==> src/rtl/vtg_pkg.sv <==
package vtg_pkg;
  localparam int HSYNC_CLKS = 64;
  localparam int TBL_LINES  = 2;

  typedef enum logic {
    FLD_ODD  = 1'b0,
    FLD_EVEN = 1'b1
  } fld_e;
endpackage

==> src/rtl/vtg_shadow.sv <==
module vtg_shadow #(
  parameter int W = 8
) (
  input  logic         clk_i,
  input  logic         rst_ni,
  input  logic         ld_i,
  input  logic [W-1:0] d_i,
  output logic [W-1:0] q_o
);
  always_ff @(posedge clk_i or negedge rst_ni) begin
    if (!rst_ni)   q_o <= '0;
    else if (ld_i) q_o <= d_i;
  end
endmodule

==> src/rtl/vtg_hcnt.sv <==
module vtg_hcnt #(
  parameter int HW = 12
) (
  input  logic          clk_i,
  input  logic          rst_ni,
  input  logic          en_i,
  input  logic [HW-1:0] len_i,
  output logic [HW-1:0] h_o,
  output logic          wrap_o
);
  // compare h+1 against length so len 0 still wraps
  assign wrap_o = ({1'b0, h_o} + 1'b1) >= {1'b0, len_i};

  always_ff @(posedge clk_i or negedge rst_ni) begin
    if (!rst_ni)   h_o <= '0;
    else if (en_i) h_o <= wrap_o ? '0 : h_o + 1'b1;
  end
endmodule

==> src/rtl/vtg_vcnt.sv <==
module vtg_vcnt
  import vtg_pkg::*;
#(
  parameter int VW = 10
) (
  input  logic          clk_i,
  input  logic          rst_ni,
  input  logic          en_i,
  input  logic          hwrap_i,
  input  logic [VW-1:0] lines_i,
  output logic [VW-1:0] v_o,
  output fld_e          fld_o,
  output logic          wrap_o
);
  assign wrap_o = ({1'b0, v_o} + 1'b1) >= {1'b0, lines_i};

  always_ff @(posedge clk_i or negedge rst_ni) begin
    if (!rst_ni) begin
      v_o   <= '0;
      fld_o <= FLD_ODD;
    end else if (en_i && hwrap_i) begin
      if (wrap_o) begin
        v_o   <= '0;
        fld_o <= (fld_o == FLD_ODD) ? FLD_EVEN : FLD_ODD;
      end else begin
        v_o   <= v_o + 1'b1;
      end
    end
  end
endmodule

==> src/rtl/vtg_win.sv <==
module vtg_win
  import vtg_pkg::*;
#(
  parameter int HW     = 12,
  parameter int VW     = 10,
  parameter int HS_LEN = HSYNC_CLKS
) (
  input  logic [HW-1:0] h_i,
  input  logic [VW-1:0] v_i,
  input  logic          fld_odd_i,
  input  logic [HW-1:0] h_off_i,
  input  logic [HW-1:0] act_len_i,
  input  logic [HW-1:0] data_dly_i,
  input  logic [VW-1:0] voff_odd_i,
  input  logic [VW-1:0] voff_even_i,
  input  logic [VW-1:0] act_lines_i,
  input  logic          tbl_en_i,
  output logic          hs_o,
  output logic          vs_o,
  output logic          fs_o,
  output logic          req_o,
  output logic          take_o
);
  localparam int HX = HW + 2;
  localparam int VX = VW + 1;

  logic [HX-1:0] hx, req_lo, req_hi, tk_lo, tk_hi;
  logic [VW-1:0] vmin, vcur;
  logic [VX-1:0] vend;
  logic          tbl_line, body_line, line_req;

  assign hx     = HX'(h_i);
  assign req_lo = HX'(h_off_i);
  assign req_hi = req_lo + HX'(act_len_i);
  assign tk_lo  = req_lo + HX'(data_dly_i);
  assign tk_hi  = tk_lo + HX'(act_len_i);

  // requests open at the earlier field offset
  assign vmin = (voff_odd_i < voff_even_i) ? voff_odd_i : voff_even_i;
  assign vcur = fld_odd_i ? voff_odd_i : voff_even_i;
  assign vend = VX'(vcur) + VX'(act_lines_i);

  assign tbl_line  = tbl_en_i && (v_i < VW'(TBL_LINES));
  assign body_line = (v_i >= vmin) && (VX'(v_i) < vend);
  assign line_req  = tbl_line || body_line;

  assign hs_o   = hx < HX'(HS_LEN);
  assign vs_o   = (v_i == '0);
  assign fs_o   = vs_o && fld_odd_i;
  assign req_o  = line_req && (hx >= req_lo) && (hx < req_hi);
  assign take_o = line_req && (hx >= tk_lo) && (hx < tk_hi);
endmodule

==> src/rtl/vid_tgen.sv <==
module vid_tgen
  import vtg_pkg::*;
#(
  parameter int HW     = 12,
  parameter int VW     = 10,
  parameter int HS_LEN = HSYNC_CLKS
) (
  input  logic          clk_i,
  input  logic          rst_ni,
  input  logic [HW-1:0] line_len_i,
  input  logic [VW-1:0] fld_lines_i,
  input  logic [HW-1:0] h_off_i,
  input  logic [HW-1:0] act_len_i,
  input  logic [HW-1:0] data_dly_i,
  input  logic [VW-1:0] voff_odd_i,
  input  logic [VW-1:0] voff_even_i,
  input  logic [VW-1:0] act_lines_i,
  input  logic          tbl_en_i,
  input  logic          hs_pol_i,
  input  logic          vs_pol_i,
  output logic          hs_o,
  output logic          vs_o,
  output logic          fs_o,
  output logic          req_o,
  output logic          take_o,
  output logic          odd_o
);
  localparam int CW = 4 * HW + 4 * VW + 3;
  localparam int NS = 3;

  logic          first_q, run, ld;
  logic [CW-1:0] cfg_d, cfg_q;

  logic [HW-1:0] s_line_len, s_h_off, s_act_len, s_dly;
  logic [VW-1:0] s_fld_lines, s_voff_odd, s_voff_even, s_act_lines;
  logic          s_tbl, s_hs_pol, s_vs_pol;

  logic [HW-1:0] h;
  logic [VW-1:0] v;
  fld_e          fld;
  logic          hwrap, vwrap, fld_odd;
  logic          hs_c, vs_c, fs_c, req_c, take_c;

  logic          hs_act_q, vs_act_q, fs_act_q;
  logic [NS-1:0] sync_act, sync_pol, sync_q;

  // first cycle after reset only loads the shadow set
  always_ff @(posedge clk_i or negedge rst_ni) begin
    if (!rst_ni) first_q <= 1'b1;
    else         first_q <= 1'b0;
  end

  assign run     = !first_q;
  assign fld_odd = (fld == FLD_ODD);
  assign ld      = first_q || (run && hwrap && vwrap && !fld_odd);

  assign cfg_d = {line_len_i, h_off_i, act_len_i, data_dly_i,
                  fld_lines_i, voff_odd_i, voff_even_i, act_lines_i,
                  tbl_en_i, hs_pol_i, vs_pol_i};
  assign {s_line_len, s_h_off, s_act_len, s_dly,
          s_fld_lines, s_voff_odd, s_voff_even, s_act_lines,
          s_tbl, s_hs_pol, s_vs_pol} = cfg_q;

  vtg_shadow #(.W(CW)) u_shadow (
    .clk_i (clk_i),
    .rst_ni(rst_ni),
    .ld_i  (ld),
    .d_i   (cfg_d),
    .q_o   (cfg_q)
  );

  vtg_hcnt #(.HW(HW)) u_hcnt (
    .clk_i (clk_i),
    .rst_ni(rst_ni),
    .en_i  (run),
    .len_i (s_line_len),
    .h_o   (h),
    .wrap_o(hwrap)
  );

  vtg_vcnt #(.VW(VW)) u_vcnt (
    .clk_i  (clk_i),
    .rst_ni (rst_ni),
    .en_i   (run),
    .hwrap_i(hwrap),
    .lines_i(s_fld_lines),
    .v_o    (v),
    .fld_o  (fld),
    .wrap_o (vwrap)
  );

  vtg_win #(.HW(HW), .VW(VW), .HS_LEN(HS_LEN)) u_win (
    .h_i        (h),
    .v_i        (v),
    .fld_odd_i  (fld_odd),
    .h_off_i    (s_h_off),
    .act_len_i  (s_act_len),
    .data_dly_i (s_dly),
    .voff_odd_i (s_voff_odd),
    .voff_even_i(s_voff_even),
    .act_lines_i(s_act_lines),
    .tbl_en_i   (s_tbl),
    .hs_o       (hs_c),
    .vs_o       (vs_c),
    .fs_o       (fs_c),
    .req_o      (req_c),
    .take_o     (take_c)
  );

  always_ff @(posedge clk_i or negedge rst_ni) begin
    if (!rst_ni) begin
      hs_act_q <= 1'b0;
      vs_act_q <= 1'b0;
      fs_act_q <= 1'b0;
      req_o    <= 1'b0;
      take_o   <= 1'b0;
      odd_o    <= 1'b0;
    end else if (run) begin
      hs_act_q <= hs_c;
      vs_act_q <= vs_c;
      fs_act_q <= fs_c;
      req_o    <= req_c;
      take_o   <= take_c;
      odd_o    <= fld_odd;
    end
  end

  assign sync_act = {fs_c, vs_c, hs_c};
  assign sync_pol = {s_vs_pol, s_vs_pol, s_hs_pol};

  for (genvar i = 0; i < NS; i++) begin : g_sync
    always_ff @(posedge clk_i or negedge rst_ni) begin
      if (!rst_ni)  sync_q[i] <= 1'b0;
      else if (run) sync_q[i] <= sync_pol[i] ? sync_act[i] : !sync_act[i];
    end
  end

  assign hs_o = sync_q[0];
  assign vs_o = sync_q[1];
  assign fs_o = sync_q[2];
endmodule

==> config.mk <==
export PLATFORM = sky130hd
export DESIGN_NAME = vid_tgen
export DESIGN_NICKNAME = d
export VERILOG_FILES = /design/src/rtl/vtg_pkg.sv /design/src/rtl/vtg_shadow.sv /design/src/rtl/vtg_hcnt.sv /design/src/rtl/vtg_vcnt.sv /design/src/rtl/vtg_win.sv /design/src/rtl/vid_tgen.sv
export SDC_FILE = /design/constraint.sdc
export NUM_CORES = 1
export LEC_CHECK = 0
export BUFFER_PORTS_ARGS = -buffer_cell sky130_fd_sc_hd__buf_2
export CELL_PAD_IN_SITES_DETAIL_PLACEMENT = 1
export CELL_PAD_IN_SITES_GLOBAL_PLACEMENT = 2
export CORE_MARGIN = 1
export CORE_UTILIZATION = 40
export CTS_CLUSTER_SIZE = 20
export DETAILED_ROUTE_END_ITERATION = 12
export GPL_ROUTABILITY_DRIVEN = 0
export PLACE_DENSITY_LB_ADDON = 0.3
export SYNTH_ARGS = -nofsm -noshare
export SYNTH_HDL_FRONTEND = slang
export SYNTH_SLANG_ARGS = --single-unit
==> constraint.sdc <==
create_clock -name clk_i -period 4.85 [get_ports clk_i]
set_input_delay 0.2425 -clock clk_i [delete_from_list [all_inputs] [get_ports clk_i]]
set_output_delay 0.2425 -clock clk_i [all_outputs]
set_load 0.02 [all_outputs]
==> impl_metrics.toml <==
[cells_and_area]
utilization_pct = 47.1
layout.nets = 1277
syn_to_final_growth_pct = 14.3
drive_gt1_share_pct = 24.2
diodes = 0
fin_area_um2 = 11100

[clock_tree]
cts.path.max_buffers = 2
cts_tree = "yes"
htreeDepth = 4
clkTransAtPathRegs_ps = 60
cts_resized = 0
cts.sinks = 121
cts_root_buf = "clkbuf_16"
insertion_delay_ps = 430
cts_buffers = 17

[logic_synthesis]
yosys.area.top_type = "dfrtp_1"
synth.most_common_cell = "ha_1"
synthTopCellsByArea = "dfrtp_1 (31%), ha_1 (19%), mux2_4 (14%), o21ai_0 (2.8%), xor2_1 (2.7%)"
synthArstFlopShare_pct = 100
seq_area_frac_synth_pct = 31.0
synth.avg_cell_area_um2 = 10.6
synthTopCellsByCount = "ha_1 (147), dfrtp_1 (120), mux2_4 (90)"
ys.flop_type = "dfrtp_1"
synth.top_cell.area_share_pct = 30.8
synth_edf_count = 0
ys_seq_elements = 121
synth_cell_types = 60
synth_warnings = 0
synth_nets = 1168
syn_area_um2 = 9760
syn_inst = 924

[detailed_routing]
post_drt_wl_per_cell_um = 17.1
route.detailed.drc = 0
drtAntennaViolNets = 0
initialDrtViolationCount = 254
first_pass_iters = 4
wirelength_mm = 23.4
dr_total_vias = 7200
vias_per_cell = 5.27

[worst_setup_path]
r2r_start = "u_shadow.q_o[67]"
crit_buf_inv = 0
timing.critical_path.fanout_max = 4
critical_path_class = "reg -> reg"
startpoint_type = "register"
r2r_end = "take_o"
path_cells = "ha_1, fa_1, a211oi_1, nor2_1, a21oi_1, ha_1, o21ai_0, a21oi_1, nor4_1, o41ai_1, xnor2_1, ha_1, a2111o_1, a31oi_1, o21ai_0, a22oi_1"
ff2ff_path_depth = 16
critical_path_arrival_ps = 4640
path_delay_family = "compound AO/OA/AOI/OAI gates"
regToRegSetupSlack_ps = 550
crit_slowest_cell = "o41ai_1"
worstSetupEndpointType = "register"
required_ps = 5190
cpPeakStageDelay_ps = 570
path_common_cell = "ha_1"

[power_and_ir_drop]
power-per-cell-area_nw_per_um2 = 374
cellInternalPower_mw = 2.68
p_switching_mw = 1.49
power_leakage_nw = 5.73
power_frac_seq_pct = 29.9
ir_drop_mv = 0.201
comb_power_share_pct = 37.6
netSwitchingFraction_pct = 35.8
clockPowerShare_pct = 32.5

[grt]
grt_max_degree = 72
grt-ovfl-total = 0
grt_pass1_wl_mm = 38.8
grt_use_total_pct = 19.9
grt_pass1_vias = 7704
antenna_found_initial = 0

[timing]
post-route-min-period_ps = 4300
hold_slack_ps = 38.3
fin_worst_skew_ps = 11.2
setup-violations-final = 0
rsz0062_at_grt = "no"
setup_ws_ps = 552
fmax_ghz = 0.233
tns_ps = 0
drv_slew = 0
fin_crit_sh_pct = 88.6
worstMarginPinSlew_ps = 952
relSlewSlack_pct = 36.6
finalHoldViolations = 0

[hold_path]
min_to = "u_shadow.q_o[27]"
hold_depth = 2
hold_path_class = "in -> reg"
holdCritStartpoint = "voff_odd_i[4]"

[placed_design]
port_buffers = 98
pre_cts_ws_ps = 682
hpwl_mm = 18.0
placed_cell_area_um2 = 10500

[floorplan]
die_w_um = 158
num_rows = 56
die-area_um2 = 25000
die_y_um = 158
ios = 99
core_um2 = 23700
initial_core_util_pct = 41.2

[job]
cap_viol_max_count = 0

[outcome]
status = "finished clean"
==> power groups by stage <==
| stage | Combinational, mW | Clock (mW) | Sequential, mW |
|---|---|---|---|
| after floorplan | 1.19 | 0 | 1.22 |
| after global placement | 1.52 | 0 | 1.26 |
| after detailed placement | 1.57 | 0 | 1.27 |
| after CTS | 1.59 | 1.39 | 1.25 |
| after global routing | 1.79 | 1.42 | 1.27 |
| final | 1.57 | 1.36 | 1.25 |
==> repair_timing <==
action	CTS	global route
buffers inserted	0	0
hold buffers	1	0
hold endpoints to repair	50	0
==> cell families after synthesis <==
logic type | Yosys count | synth area share, %
buf+inv | 88 | 5.14
mux | 111 | 16.1
other cells | 1 | 0.0384
simple gates | 201 | 10.0
fa+ha+maj | 151 | 19.7
flops | 121 | 31.0
xor+xnor | 57 | 5.12
compound gates | 194 | 12.8
==> registers in the layout, summed over array words and instances, names as in the netlist <==
| name | cells |
|---|---|
| first_q | 1 |
| fs_o | 1 |
| hs_o | 1 |
| odd_o | 1 |
| req_o | 1 |
| take_o | 1 |
| u_hcnt.h_o | 12 |
| u_shadow.q_o | 91 |
| u_vcnt.fld_o | 1 |
| u_vcnt.v_o | 10 |
| vs_o | 1 |
==> worst max-delay path by stage <==
stage                     start     end  slack (ps)  cells past startpoint
3_3_place_gp   u_shadow.q_o[67]  take_o         820                     16
5_1_grt        u_shadow.q_o[67]  take_o         230                     16
3_5_place_dp   u_shadow.q_o[67]  take_o         680                     16
6_report       u_shadow.q_o[67]  take_o         550                     16
4_1_cts        u_shadow.q_o[67]  take_o         570                     16
2_1_floorplan  u_shadow.q_o[67]  take_o        1200                     16
==> routing by layer <==
| layer | vias up | share of wire (%) | wire length, µm | GRT usage (%) |
|---|---|---|---|---|
| met5 | - | 0 | 0 | 0 |
| met4 | 0 | 1.3 | 309 | 5.45 |
| met3 | 22 | 2.2 | 517 | 3.01 |
| met2 | 88 | 50 | 11700 | 35.3 |
| met1 | 3539 | 46 | 10800 | 24.9 |
| li1 | 3551 | - | - | - |
==> per-stage QoR <==
step,power (mW),cells
floorplan,2.41,924
global placement,2.79,1332
detailed placement,2.84,1332
CTS,4.24,1365
global route,4.49,1365
finish,4.17,1365
==> cell usage in the layout, fill, tap and decap left out, types with 17 or more instances in the layout <==
cell	netlist	layout
ha_1	147	147
dfrtp_1	120	120
buf_2	1	97
mux2_4	90	90
inv_1	68	68
nand2_1	63	63
o21ai_0	54	54
a21oi_1	46	46
nor2_1	40	40
xor2_1	30	30
xnor2_1	27	27
nand3_1	22	22
nor3_1	20	20
a21o_1	17	17
clkbuf_16	0	17
==> layout make-up <==
| cell class | count | area (µm²) |
|---|---|---|
| Clock buffer | 17 | 425 |
| Clock inverter | 15 | 190 |
| Fill cell | 2667 | 12500 |
| Inverter | 68 | 255 |
| Multi-Input combinational cell | 715 | 6230 |
| Sequential cell | 121 | 3030 |
| Tap cell | 319 | 399 |
| Timing Repair Buffer | 110 | 623 |
Note: power is estimated with default switching activity, not from simulation.
